File: config.mk
export PLATFORM = sky130hd
export DESIGN_NAME = cta_swap_ctrl
export DESIGN_NICKNAME = d
export VERILOG_FILES = /design/src/rtl/cta_swap_pkg.sv /design/src/rtl/cta_stall_eval.sv /design/src/rtl/cta_low_pick.sv /design/src/rtl/cta_rr_pick.sv /design/src/rtl/cta_swap_ctrl.sv
export SDC_FILE = /design/constraint.sdc
export NUM_CORES = 1
export LEC_CHECK = 0
export CORE_MARGIN = 1
export CORE_UTILIZATION = 40
export DETAILED_ROUTE_END_ITERATION = 8
export DONT_BUFFER_PORTS = 1
export SYNTH_ARGS = -nofsm -noshare
export SYNTH_HDL_FRONTEND = slang
export SYNTH_HIERARCHICAL = 1
export SYNTH_SLANG_ARGS = --single-unit
File: constraint.sdc
create_clock -name clk -period 4.9 [get_ports clk]
set_input_delay 0.49 -clock clk [delete_from_list [all_inputs] [get_ports clk]]
set_output_delay 0.49 -clock clk [all_outputs]
set_load 0.005 [all_outputs]
File: src/rtl/cta_swap_pkg.sv
package cta_swap_pkg;
  typedef enum logic [1:0] {
    PROMO_NONE = 2'd0,
    PROMO_FILL = 2'd1,
    PROMO_SWAP = 2'd2
  } promo_kind_e;
endpackage

File: src/rtl/cta_stall_eval.sv
module cta_stall_eval #(
  parameter int SLOTS = 8,
  parameter int WARPS = 4
) (
  input  logic [SLOTS*WARPS-1:0] stall_vec,
  output logic [SLOTS-1:0]       all_stalled
);
  for (genvar s = 0; s < SLOTS; s++) begin : g_slot
    assign all_stalled[s] = &stall_vec[s*WARPS +: WARPS];
  end
endmodule

File: src/rtl/cta_low_pick.sv
module cta_low_pick #(
  parameter int N  = 8,
  localparam int IW = (N > 1) ? $clog2(N) : 1
) (
  input  logic [N-1:0]  req,
  output logic          found,
  output logic [IW-1:0] idx
);
  always_comb begin
    found = |req;
    idx   = '0;
    for (int i = N - 1; i >= 0; i--) begin
      if (req[i]) idx = IW'(i);
    end
  end
endmodule

File: src/rtl/cta_rr_pick.sv
module cta_rr_pick #(
  parameter int N  = 8,
  localparam int IW = (N > 1) ? $clog2(N) : 1
) (
  input  logic [N-1:0]  req,
  input  logic [IW-1:0] last,
  output logic          found,
  output logic [IW-1:0] idx
);
  int pos;
  always_comb begin
    found = 1'b0;
    idx   = last;
    pos   = 0;
    for (int off = 1; off <= N; off++) begin
      pos = int'(last) + off;
      if (pos >= N) pos = pos - N;
      if (!found && req[pos]) begin
        found = 1'b1;
        idx   = IW'(pos);
      end
    end
  end
endmodule

File: src/rtl/cta_swap_ctrl.sv
module cta_swap_ctrl
  import cta_swap_pkg::*;
#(
  parameter int SLOTS   = 8,
  parameter int ACT_MAX = 4,
  parameter int WARPS   = 4,
  localparam int IW     = (SLOTS > 1) ? $clog2(SLOTS) : 1,
  localparam int CW     = $clog2(SLOTS + 1)
) (
  input  logic                   clk,
  input  logic                   rst_n,
  input  logic                   launch_req,
  input  logic [SLOTS-1:0]       done_i,
  input  logic [SLOTS*WARPS-1:0] stall_i,
  output logic                   launch_gnt,
  output logic [IW-1:0]          launch_slot,
  output logic [SLOTS-1:0]       active_mask,
  output logic [SLOTS-1:0]       resident_mask
);
  localparam logic [SLOTS-1:0] ONE_HOT0 = SLOTS'(1);
  localparam logic [CW-1:0]    LIMIT    = CW'(ACT_MAX);

  // registers
  logic [SLOTS-1:0] act_q, act_nxt;
  logic [SLOTS-1:0] res_q, res_nxt;
  logic [IW-1:0]    last_q, last_nxt;
  logic             last_en;
  logic             gnt_q, gnt_nxt;
  logic [IW-1:0]    gslot_q, gslot_nxt;
  logic             gslot_en;

  // combinational
  logic [SLOTS-1:0] all_stalled;
  logic [SLOTS-1:0] done_eff, act_kept, victim_req, ready_req, free_req;
  logic [SLOTS-1:0] act_mid;
  logic [CW-1:0]    kept_cnt, mid_cnt;
  logic             victim_found, cand_found, free_found, accept;
  logic [IW-1:0]    victim_idx, cand_idx, free_idx;
  promo_kind_e      promo;

  cta_stall_eval #(.SLOTS(SLOTS), .WARPS(WARPS)) u_eval (
    .stall_vec   (stall_i),
    .all_stalled (all_stalled)
  );

  assign done_eff   = done_i & res_q;
  assign act_kept   = act_q & ~done_eff;
  assign victim_req = act_kept & all_stalled;
  assign ready_req  = res_q & ~act_q & ~done_eff & ~all_stalled;
  assign free_req   = ~res_q;

  cta_low_pick #(.N(SLOTS)) u_victim (
    .req   (victim_req),
    .found (victim_found),
    .idx   (victim_idx)
  );

  cta_rr_pick #(.N(SLOTS)) u_cand (
    .req   (ready_req),
    .last  (last_q),
    .found (cand_found),
    .idx   (cand_idx)
  );

  cta_low_pick #(.N(SLOTS)) u_free (
    .req   (free_req),
    .found (free_found),
    .idx   (free_idx)
  );

  always_comb begin
    kept_cnt = '0;
    for (int i = 0; i < SLOTS; i++) begin
      if (act_kept[i]) kept_cnt = kept_cnt + CW'(1);
    end
  end

  // one promotion per cycle: refill has priority over a swap
  always_comb begin
    if (cand_found && (kept_cnt < LIMIT))      promo = PROMO_FILL;
    else if (cand_found && victim_found)       promo = PROMO_SWAP;
    else                                       promo = PROMO_NONE;
  end

  always_comb begin
    act_mid = act_kept;
    mid_cnt = kept_cnt;
    case (promo)
      PROMO_FILL: begin
        act_mid = act_kept | (ONE_HOT0 << cand_idx);
        mid_cnt = kept_cnt + CW'(1);
      end
      PROMO_SWAP: begin
        act_mid = (act_kept & ~(ONE_HOT0 << victim_idx)) | (ONE_HOT0 << cand_idx);
      end
      default: ;
    endcase
  end

  assign accept = launch_req && free_found;

  always_comb begin
    act_nxt   = act_mid;
    res_nxt   = res_q & ~done_eff;
    gnt_nxt   = accept;
    gslot_nxt = gslot_q;
    gslot_en  = accept;
    last_en   = (promo != PROMO_NONE);
    last_nxt  = cand_idx;
    if (accept) begin
      res_nxt   = res_nxt | (ONE_HOT0 << free_idx);
      gslot_nxt = free_idx;
      if (mid_cnt < LIMIT) act_nxt = act_mid | (ONE_HOT0 << free_idx);
    end
  end

  always_ff @(posedge clk or negedge rst_n) begin
    if (!rst_n) begin
      act_q   <= '0;
      res_q   <= '0;
      last_q  <= IW'(SLOTS - 1);
      gnt_q   <= 1'b0;
      gslot_q <= '0;
    end else begin
      act_q <= act_nxt;
      res_q <= res_nxt;
      gnt_q <= gnt_nxt;
      if (last_en)  last_q  <= last_nxt;
      if (gslot_en) gslot_q <= gslot_nxt;
    end
  end

  assign active_mask   = act_q;
  assign resident_mask = res_q;
  assign launch_gnt    = gnt_q;
  assign launch_slot   = gslot_q;
endmodule

# Yosys cells after proc, flatten, opt, wreduce, memory -nomap -nowiden
# Index checks and enable logic that the tools add are counted.
# Widths: inputs -> output; s select.
# word_totals
ff_bits,23
output_inout_bits,20
# op_classes
addsub,24
n_lt_le_gt_ge,18
n_eq_ne,2
shifts,3
muxes,79
bitwise,17
n_reduce_logical,28
# op_table
cell,n
$ge 32x5->1 const B,8
$lt 32x5->1 const B,8
$mux 32,8
$sub 32x5->32 const B,8
$mux 3,24
$and 8x8->8,8
$not 8->8,5
$add 4x1->4 const B,8
$mux 4,8
$or 8x8->8,4
$reduce_and 4->1,8
$mux 1,25
$bmux 1 s3,8
$mux 8,3
$shl 1x3->8 const A,3
$add 3x3->4 const B,4
$pmux 8 s2,1
$reduce_or 8->1,2
$logic_and 1x1->1,10
$add 3x2->4 const B,2
$lt 4x3->1 const B,2
$logic_not 1->1,7
$add 3x4->5 const B,1
$add 3x1->4 const B,1
4 further kinds,5

# Depth between registers and ports, before layout
# Gate-level depths: netlist of run 1.
# logic_depth
ltp_word,37
ltp_mapped,24
depth_no_buf,23

# Modules after synthesis
# Netlist of run 1, hierarchy kept.
# modules_own_cells
mod,instances,cells_per_inst,area_each_um2
cta_swap_ctrl,1,276,2222.1
cta_rr_pick,1,106,1006.0
cta_low_pick,2,13,81.3
cta_stall_eval,1,8,70.1

# Worst setup path before layout of run 1
# Ideal clock, no wire load.
# synth_path
path_kind,input-to-reg
from,input done_i[0]
to,register act_q[1] (netlist: active_mask[1])
t_arrival_ns,4.693
required_time_ns,4.813
setup_slack_ns,0.120
cell_stages,23
path_buffers,1
path_cell_list,a21boi_2 > inv_1 > ha_1 > inv_1 > xnor2_2 > ha_1 > nor2_1 > o21ai_0 > o31ai_1 > xnor2_1 > o21ai_0 > a21o_1 > ha_1 > nor2_1 > nor2_1 > ha_1 > nand2_1 > xnor2_1 > o32a_2 > xnor2_1 > buf_2 > or4_1 > o211ai_1
# synth_between
elab_chain_len,37
elab_cells_between_ends,97
classes_between,8 x add/sub; 2 x order compare; 2 x eq/ne; 2 x shift; 55 x mux; 11 x bitwise; 17 x reduce/logical
# synth_lines
element,line_no,text
from (decl),cta_swap_ctrl.sv:13,"input logic [SLOTS-1:0] done_i,"
$and 8x8->8 *,cta_swap_ctrl.sv:46,assign done_eff = done_i & res_q;
$not 8->8 *,"cta_swap_ctrl.sv:47, cta_swap_ctrl.sv:49",
"parallel branches: the longest is 34 deep, another holds $add 4x1->4",--,
$mux 8 *,cta_swap_ctrl.sv:110,if (accept) begin
via act_nxt[1],cta_swap_ctrl.sv:24,"logic [SLOTS-1:0] act_q, act_nxt;"
to (signal assigned),cta_swap_ctrl.sv:125,act_q <= act_nxt;
to (decl),cta_swap_ctrl.sv:24,
# Mark *: on every way through the listed nets, which the timed path passes. The select of a mux whose other input is x is not followed.
# A chain may end at the register's enable or synchronous reset.

# Worst setup path in the final report of run 1
# layout_path
from,register act_q[1] (netlist: active_mask[1])
to,register act_q[7] (netlist: active_mask[7])
# layout_between
elab_chain_len,37
elab_cells_between_ends,96
classes_between,7 x add/sub; 2 x order compare; 2 x eq/ne; 2 x shift; 55 x mux; 11 x bitwise; 17 x reduce/logical
# layout_lines
element,line_no
"parallel branches: the longest is 36 deep, another holds $add 4x1->4",--
$mux 8 *,cta_swap_ctrl.sv:110
via act_nxt[7],cta_swap_ctrl.sv:24
# Marked as above.

==> results of run 1 <==
## through the flow
step                      setup slack, ps  hold slack [ps]  instance area, um^2  cells
after floorplan                       120              194                 3460    416
after global placement               88.3              195                 3640    527
after detailed placement             31.7              195                 3640    527
after CTS                            51.9             37.9                 3700    532
after global routing                -7.87             30.7                 3880    540
final                                 190             46.5                 3880    540
## registers in the layout, indices dropped and copies added, names as in the netlist
signal         flops
launch_gnt         1
active_mask        8
last_q             3
launch_slot        3
resident_mask      8
## Yosys cell counts (4+ instances only)
| library cell | n | area, um^2 |
|---|---|---|
| nand2_1 | 51 | 191 |
| nor2_1 | 32 | 120 |
| inv_1 | 24 | 90.1 |
| dfrtp_1 | 20 | 500 |
| a21oi_1 | 19 | 95.1 |
| o21ai_0 | 14 | 70.1 |
| nor3_1 | 13 | 65.1 |
| nand3_1 | 12 | 60.1 |
| nor2b_1 | 11 | 68.8 |
| nand2b_1 | 10 | 62.6 |
| xnor2_1 | 10 | 87.6 |
| and2_1 | 9 | 56.3 |
| o211ai_1 | 9 | 67.6 |
| a2111oi_0 | 8 | 70.1 |
| a211oi_1 | 8 | 60.1 |
| and4_1 | 8 | 70.1 |
| ha_1 | 8 | 100 |
| mux2i_1 | 7 | 70.1 |
| or4_1 | 7 | 52.6 |
| a31oi_1 | 6 | 37.5 |
| clkbuf_1 | 6 | 22.5 |
| mux2_2 | 6 | 67.6 |
| mux4_1 | 6 | 158 |
| a21boi_0 | 5 | 37.5 |
| buf_2 | 5 | 25.0 |
| mux4_2 | 5 | 113 |
| nand4_1 | 5 | 31.3 |
| or3_1 | 5 | 31.3 |
| and3_1 | 4 | 25.0 |
| o21bai_1 | 4 | 30.0 |
| xnor3_1 | 4 | 90.1 |
| xor2_1 | 4 | 35.0 |
## cell families (layout without fill, tap and decap cells)
kind of cell / count (synthesis) / count (layout)
simple gates: 188 / 188
mux: 27 / 27
fa+ha+maj: 8 / 8
flops: 23 / 23
xor+xnor: 20 / 20
buf+inv: 43 / 62
compound gates: 107 / 107
## routing by layer
| layer | track usage [%] | vias to the layer above | wire length [um] |
|---|---|---|---|
| li1 | - | 1597 | - |
| met1 | 30.3 | 1640 | 4290 |
| met2 | 38.7 | 144 | 5140 |
| met3 | 2.23 | 18 | 654 |
| met4 | 6.19 | 0 | 259 |
| met5 | 0 | - | 0 |
## what timing repair did
item                                    CTS  global route
gates resized for setup                   1            26
hold buffers                              1             0
cloned                                    0             1
pin swaps                                 0             9
setup buffers                             0             7
endpoints found under the hold margin    20             0
endpoints found under the setup margin    1            11
## layout make-up
class | instances | area, um^2
sequential | 23 | 581
timing repair buffer | 32 | 243
clock buffer | 3 | 41.3
fill | 813 | 4420
inverter | 25 | 97.6
clock inverter | 1 | 5.00
timing repair inverter | 1 | 7.51
tap | 105 | 131
multi-input combinational | 350 | 2770
## worst paths after layout
check | cells after the start | start | to
min reg2reg | 2 | launch_slot[2] | launch_slot[2]
max | 23 | active_mask[1] | active_mask[7]
max reg2reg | 23 | active_mask[1] | active_mask[7]
max in group asynchronous | 1 | rst_n | resident_mask[1]
min in group clk | 2 | done_i[2] | resident_mask[2]
min | 0 | rst_n | last_q[2]
## worst register-to-register path: cells and delay by family, from the launching register on
kind / cells / cell delay, ps
and+or+nand+nor: 5 / 540
xor gates and xnor gates: 2 / 260
AOI/OAI and AO/OA: 8 / 1840
adders and majority gates: 4 / 1060
buffers and inverters: 4 / 470
DFF: 1 / 430
==> summary.md, run 1 <==
| Metric | Value |
|---|---|
| Final Cycle Share | approximately 96% |
| Clk sinks | 23 |
| WP buf/inv | 4 |
| Syn_area_per_cell | approximately 8.3 um^2 |
| CTS tree | done |
| Vias in the first global route | between 3000 and 4000 |
| Global route overflow | 0 |
| Netlist cell types | 79 |
| Share of cells above drive strength 1 | between 20% and 30% |
| Sequential element share of the synthesized area | 16.7% |
| DIE AREA | between 0.009 and 0.01 mm^2 |
| PortBufs | 0 |
| Routed WL | 10300 um |
| Post-layout util | ~47% |
| Wire length per cell | ~19 um |
| CTS Buf Count | 3 |
| CP startpoint kind | register |
| Area Growth Syn to Fin | 12.0% |
| Worst-Margin Slew | about 1000 ps |
| H-tree lvl count | 1 |
| Die extent in x | approximately 95 um |
| Ant diodes | 0 |
| Final HPWL DP | 7970 um |
| Clk_lat worst skew | between 200 and 300 ps |
| Final hold viol count | 0 |
| Ys Warns | 6 |
| Max-capacitance violation count | 0 |
| Clk_skew | approximately 4.2 ps |
| Drt pass-1 iters | 5 |
| Worst path required time | between 5000 and 6000 ps |
| Bufs on Longest Clock Path | 2 |
| Max Slew Vio Count | 0 |
| CP cell instances | a21boi_4 > inv_2 > ha_1 > inv_2 > buf_4 > a2111o_1 > nand2_1 > ha_1 > xor2_1 > nor2_1 > a211oi_2 > a21o_1 > ha_1 > nor2_2 > nor2_2 > ha_1 > nand2_1 > xnor2_2 > o32a_4 > buf_4 > a2111oi_0 > a21oi_1 > o211ai_1 |
| Most frequent cells in the layout | nand2_1, buf_4, nor2_1, inv_1 |
| CP max stage delay | 430 ps |
| Mux cell area share after synthesis | 13.5% |
| Fin nets | 487 |
| Post-synthesis compound-gate area fraction | a little under a quarter |
| Synth Area in Simple Gates | 29.3% |
| #FFs+latches synth | 23 |
| CP most frequent cell | ha_1 |
| Min-Delay Path Class | in -> async |
| Clock Pin Slew Worst Setup and Hold Paths | roughly 90 ps |
| Pin count of the biggest net entering global routing | 21 |
| CP delay by family, top | compound AO/OA/AOI/OAI gates |
| GRT Overall Usage | between 20% and 30% |
| Core area | about 0.0083 mm^2 |
| Post-synthesis xor/xnor area fraction | approximately 7.3% |
| Slew headroom | 30.4% |
| Number of flops mapped to enable cells by yosys | 0 |
| Worst path slowest cell | dfrtp_1 |
| Root Driver | clkbuf_8 |
| DR vias | 3399 |
| Endpoints failing setup | 0 |
| Main synth FF type | dfrtp_1 |
| Ports | between 60 and 70 |
| Mapped cell area | approximately 0.0035 mm^2 |
| First-pass GRT wire length | ~16000 um |
| Flop2flop setup slack | ~190 ps |
| Achievable Freq | approximately 0.21 GHz |
| Main combinational cell family by area after synthesis | simple AND/OR/NAND/NOR gates |
| Antenna violation net count after detailed routing | 0 |
| Initial Util | 41.7% |
| Async S/R FF share, synth | 100% |
| CP Class | reg -> reg |
| Die Y | roughly 95 um |
| Drt drc | 0 |
| Rows | 33 |
| Iter 0 DRT Violations | around 230 |
| Initial antenna violation count | 0 |
| Routability Congestion | 0.914 |
| Crit path time final | 4710 ps |
| TNS Setup | 0 ps |
| Drt via density | approximately 6.3 |
| WP data arrival | around 5000 ps |
| Crit Path Max Fanout | 8 |
| Run status | completed |
| Crit path capture type | register |
| Syn_nets | 467 |
| Synthesized instance count | ~420 |
| Post-Synth Adder-Cell Area | 2.89% |
| Commonest non-fill, non-tap cell in the layout | nand2_1 |
Power of run 1 is left out: the tool's default activity adds up to more than one toggle a clock period on the data nets, which glitch-free logic cannot reach.
==> inputs of run 2 (changes only) <==
Clock period 4.9 ns to 5 ns, I/O delays scaled along.
==> run 2 against run 1 <==
Sequential cell count stayed put. Die area is the same. Global-route usage rose by 0.61 points. Critical path type unchanged.
==> summary.md, run 2 (same netlist as run 1, synthesis figures left out) <==
| Metric | Value |
|---|---|
| Run status | completed |
| TNS Setup | 0 ps (unchanged) |
| PortBufs | 0 (unchanged) |
| Final hold viol count | 0 (unchanged) |
| Area Growth Syn to Fin | 10.6% |
| Max-capacitance violation count | 0 (unchanged) |
| Routability Congestion | 0.924 (+1.1%) |
| Clock Pin Slew Worst Setup and Hold Paths | 100 ps (about the same) |
| Cell Count Post-Placement | 522 (-0.95%) |
| Max Slew Vio Count | 0 (unchanged) |
| CTS tree | done |
| Most frequent cells in the layout | nand2_1, nor2_1, buf_4, inv_1, a21oi_1 |
| Fin nets | 482 (-1.0%) |
| Initial antenna violation count | 0 (unchanged) |
| Endpoints failing setup | 0 (unchanged) |
| Final HPWL DP | 7830 um (-1.7%) |
| Pin count of the biggest net entering global routing | 21 (unchanged) |
| Ant diodes | 0 (unchanged) |
| Wire length per cell | 19.2 um (+0.23%) |
| Ports | 63 (unchanged) |
| H-tree lvl count | 1 (unchanged) |
| Finished Layout Cells | 535 (-0.93%) |
| Commonest non-fill, non-tap cell in the layout | nand2_1 |
| Crit Path Max Fanout | 8 (unchanged) |
| Vias in the first global route | 3172 (+3.8%) |
| Clk_skew | 6.83 ps (+2.66 ps) |
| Bufs on Longest Clock Path | 2 (unchanged) |
| DIE AREA | 0.00903 mm^2 (unchanged) |
| R2R depth | 23 (unchanged) |
| CP Class | reg -> reg |
| First-pass GRT wire length | 16200 um (+3.3%) |
| Core area | 0.00830 mm^2 (unchanged) |
| Die Y | 95.0 um (unchanged) |
| Crit path time final | 4780 ps (+73.8 ps) |
| Iter 0 DRT Violations | 194 (-15%) |
| CP startpoint kind | register |
| Slew headroom | 32.1% (+1.7 points) |
| Routed WL | 10300 um (-0.70%) |
| Crit path capture type | register |
| Initial Util | 41.7% (unchanged) |
| DR vias | 3387 (-0.35%) |
| GRT Overall Usage | 23.2% (+0.61 points) |
| Die extent in x | 95.0 um (unchanged) |
| Achievable Freq | 0.209 GHz (-1.5%) |
| Share of cells above drive strength 1 | 21.6% (-1.4 points) |
| Rows | 33 (unchanged) |
| Clk_lat worst skew | 280 ps (about the same) |
| Global route overflow | 0 (unchanged) |
| Antenna violation net count after detailed routing | 0 (unchanged) |
| Drt via density | 6.33 (+0.58%) |
| Worst path required time | 5200 ps (+110 ps) |
| Drt pass-1 iters | 5 (unchanged) |
| Clk sinks | 23 (unchanged) |
| Final Cycle Share | 95.7% (-0.45 points) |
| CTS Buf Count | 3 (unchanged) |
| Root Driver | clkbuf_8 |
| WP data arrival | 4980 ps (+80 ps) |
| Worst-Margin Slew | 1020 ps (-25.2 ps) |
| Min-Delay Path Class | in -> async |
| Drt drc | 0 (unchanged) |
run 2: routing by layer:
| layer | part of all wire, % | up-vias | track usage, % |
|---|---|---|---|
| met5 | 0 | - | 0 |
| met4 | 2.2 | 0 | 7.20 |
| met3 | 4.5 | 19 | 2.15 |
| met2 | 48 | 118 | 39.7 |
| met1 | 45 | 1665 | 30.9 |
| li1 | - | 1585 | - |
run 2: per-stage QoR:
| step | worst slack [ps] | util (%) | hold slack [ps] | instance area (um^2) |
|---|---|---|---|---|
| floorplan | 210 | - | 204 | 3460 |
| global placement | 189 | 43.4 | 205 | 3600 |
| detailed placement | 151 | 43.4 | 205 | 3600 |
| CTS | 110 | 44.1 | 55.8 | 3660 |
| global route | -44.5 | 46.1 | 44.8 | 3830 |
| finish | 216 | 46.1 | 50.5 | 3830 |
run 2: worst paths after layout:
path                                   from          endpoint  slack, ps
setup / recovery           resident_mask[0]    active_mask[3]        220
hold / removal                        rst_n         last_q[2]         50
setup reg to reg           resident_mask[0]    active_mask[3]        220
hold reg to reg              launch_slot[1]    launch_slot[1]        550
max in group asynchronous             rst_n  resident_mask[1]       3490
min in group clk                  done_i[1]  resident_mask[1]        400
run 2: what timing repair did:
action / 4_1_cts / 5_1_grt
setup buffers: 0 / 8
hold endpoints to repair: 20 / 0
endpoints found under the setup margin: 0 / 11
gates resized for setup: 0 / 22
hold buffers: 1 / 0
run 2: final cells by class:
class	instances	area (um^2)
clock buffer	3	41.3
clock inverter	1	7.51
fill	812	4470
inverter	25	97.6
multi-input combinational	350	2760
sequential	23	582
tap	105	131
timing repair buffer	28	213
run 2: worst max-delay path, cell delays in order, from the launching register on:
cell	delay (ps)
dfrtp_2	450
a21boi_2	200
inv_1	120
ha_4	270
inv_1	60
xnor2_2	280
xnor2_2	180
inv_1	70
ha_1	320
xor2_1	170
nor2_1	50
a211oi_1	240
a21o_1	110
ha_1	230
nor2_2	150
nor2_1	70
ha_1	190
nand2_1	90
xnor2_2	90
o32a_4	430
buf_4	170
a2111oi_0	470
a21oi_1	150
o211ai_1	120
Power of run 2 is left out for the same reason.
==> inputs of run 3 (changes only) <==
Settings changed: PLACE_DENSITY from default to 0.56.
==> run 3 against run 2 <==
Sequential share of layout area increased by 0.28 points. Largest cell class unchanged. Register-to-register slack improved by 40 ps. Setup slack improved by 43 ps. First-iteration DRC count increased by 22%. Die area unchanged. Highest routed layer unchanged.
==> summary.md, run 3 (same netlist as run 1, synthesis figures left out) <==
| Metric | Value |
|---|---|
| Run status | completed |
| Rows | 33 (unchanged) |
| Fin nets | 478 (-0.83%) |
| Clk_skew | 4.66 ps (-2.17 ps) |
| Antenna violation net count after detailed routing | 0 (unchanged) |
| Endpoints failing setup | 0 (unchanged) |
| Area Growth Syn to Fin | 8.39% |
| Core area | 0.00830 mm^2 (unchanged) |
| Die Y | 95.0 um (unchanged) |
| Final hold viol count | 0 (unchanged) |
| Crit path time final | 4740 ps (-43.0 ps) |
| Final HPWL DP | 8240 um (+5.2%) |
| Routability Congestion | 0.923 (about the same) |
| Most frequent cells in the layout | nand2_1, nor2_1, inv_1, buf_4 |
| Worst path required time | 5190 ps (about the same) |
| Iter 0 DRT Violations | 237 (+22%) |
| PortBufs | 0 (unchanged) |
| First-pass GRT wire length | 16300 um (+0.81%) |
| WP data arrival | 4930 ps (-50 ps) |
| Drt drc | 0 (unchanged) |
| Slew headroom | 35.5% (+3.4 points) |
| CP startpoint kind | register |
| Ant diodes | 0 (unchanged) |
| H-tree lvl count | 1 (unchanged) |
| Hold slack | 58.8 ps (+8.31 ps) |
| Max Slew Vio Count | 0 (unchanged) |
| Clock Pin Slew Worst Setup and Hold Paths | 100 ps (about the same) |
| Commonest non-fill, non-tap cell in the layout | nand2_1 |
| GRT Overall Usage | 23.5% (+0.26 points) |
| CP Class | reg -> reg |
| CTS tree | done |
| Min-Delay Path Class | in -> async |
| Max-capacitance violation count | 0 (unchanged) |
| Die extent in x | 95.0 um (unchanged) |
| Post-layout util | 45.2% (-0.93 points) |
| Vias in the first global route | 3067 (-3.3%) |
| TNS Setup | 0 ps (unchanged) |
| Initial Util | 41.7% (unchanged) |
| Clk sinks | 23 (unchanged) |
| Ports | 63 (unchanged) |
| RR Startpoint | resident_mask[0] |
| CTS Buf Count | 3 (unchanged) |
| Global route overflow | 0 (unchanged) |
| Wire length per cell | 19.6 um (+2.0%) |
| Initial antenna violation count | 0 (unchanged) |
| Crit path capture type | register |
| Routed WL | 10400 um (+1.3%) |
| DIE AREA | 0.00903 mm^2 (unchanged) |
| Pre-CTS setup slack | 93.9 ps (-56.7 ps) |
| Drt pass-1 iters | 5 (unchanged) |
| Final Cycle Share | 94.8% (-0.86 points) |
| RSZ-0062 raised after global routing | true |
| Clk_lat worst skew | 270 ps (about the same) |
| Achievable Freq | 0.211 GHz (+0.91%) |
| Final worst slack | 259 ps (+43.0 ps) |
| Share of cells above drive strength 1 | 19.5% (-2.1 points) |
| FILL cells | 790 (-2.7%) |
| Critical path launch point | resident_mask[0] |
| DR vias | 3256 (-3.9%) |
| Drt via density | 6.13 (-3.1%) |
| Root Driver | clkbuf_8 |
| Bufs on Longest Clock Path | 2 (unchanged) |
| Crit Path Max Fanout | 8 (unchanged) |
| Worst-Margin Slew | 964 ps (-51.2 ps) |
| Pin count of the biggest net entering global routing | 21 (unchanged) |
run 3: routing by layer:
| metal | part of all wire (%) | vias to the layer above | GRT usage [%] |
|---|---|---|---|
| li1 | - | 1578 | - |
| met1 | 48 | 1566 | 34.4 |
| met2 | 46 | 102 | 38.5 |
| met3 | 5.2 | 10 | 1.75 |
| met4 | 1.2 | 0 | 3.16 |
| met5 | 0 | - | 0 |
run 3: path summary, 6_finish.rpt:
path	end	slack, ps	cells past startpoint
max in group asynchronous	resident_mask[1]	3540	1
min reg2reg	launch_slot[2]	520	2
max	active_mask[3]	260	21
min	last_q[1]	60	0
max reg2reg	active_mask[3]	260	21
min in group clk	resident_mask[3]	410	2
run 3: timing repair:
action	4_1_cts	5_1_grt
hold buffers	1	0
endpoints found under the setup margin	0	11
setup buffers	0	6
endpoints found under the hold margin	20	0
gates resized for setup	0	16
run 3: worst max-delay path, cell delays in order (launching register included):
cell      delay (ps)
dfrtp_1          460
a21boi_2         180
inv_1            110
ha_1             310
inv_1             70
xnor2_2          160
ha_1             340
nor2_2            60
o31ai_1          280
xnor2_1          170
o21ai_0          140
a21o_1           210
ha_1             300
nor2_2           150
nor2_1            60
ha_1             190
nand2_1          100
xnor2_2          100
o32a_4           430
xnor2_4          190
or4_1            540
o211ai_1         110
run 3: layout make-up:
| cell class | count | area, um^2 | share of cell area [%] |
|---|---|---|---|
| multi-input combinational | 350 | 2710 | 72.3 |
| timing repair buffer | 24 | 183 | 4.87 |
| tap | 105 | 131 | 3.50 |
| clock buffer | 3 | 41.3 | 1.10 |
| sequential | 23 | 581 | 15.5 |
| inverter | 25 | 97.6 | 2.60 |
| clock inverter | 1 | 5.00 | 0.133 |
run 3: through the flow:
| step | area [um^2] | instances |
|---|---|---|
| floorplan | 3460 | 416 |
| global placement | 3590 | 520 |
| detailed placement | 3590 | 520 |
| CTS | 3640 | 525 |
| global route | 3750 | 531 |
| finish | 3750 | 531 |
Power of run 3 is left out for the same reason.
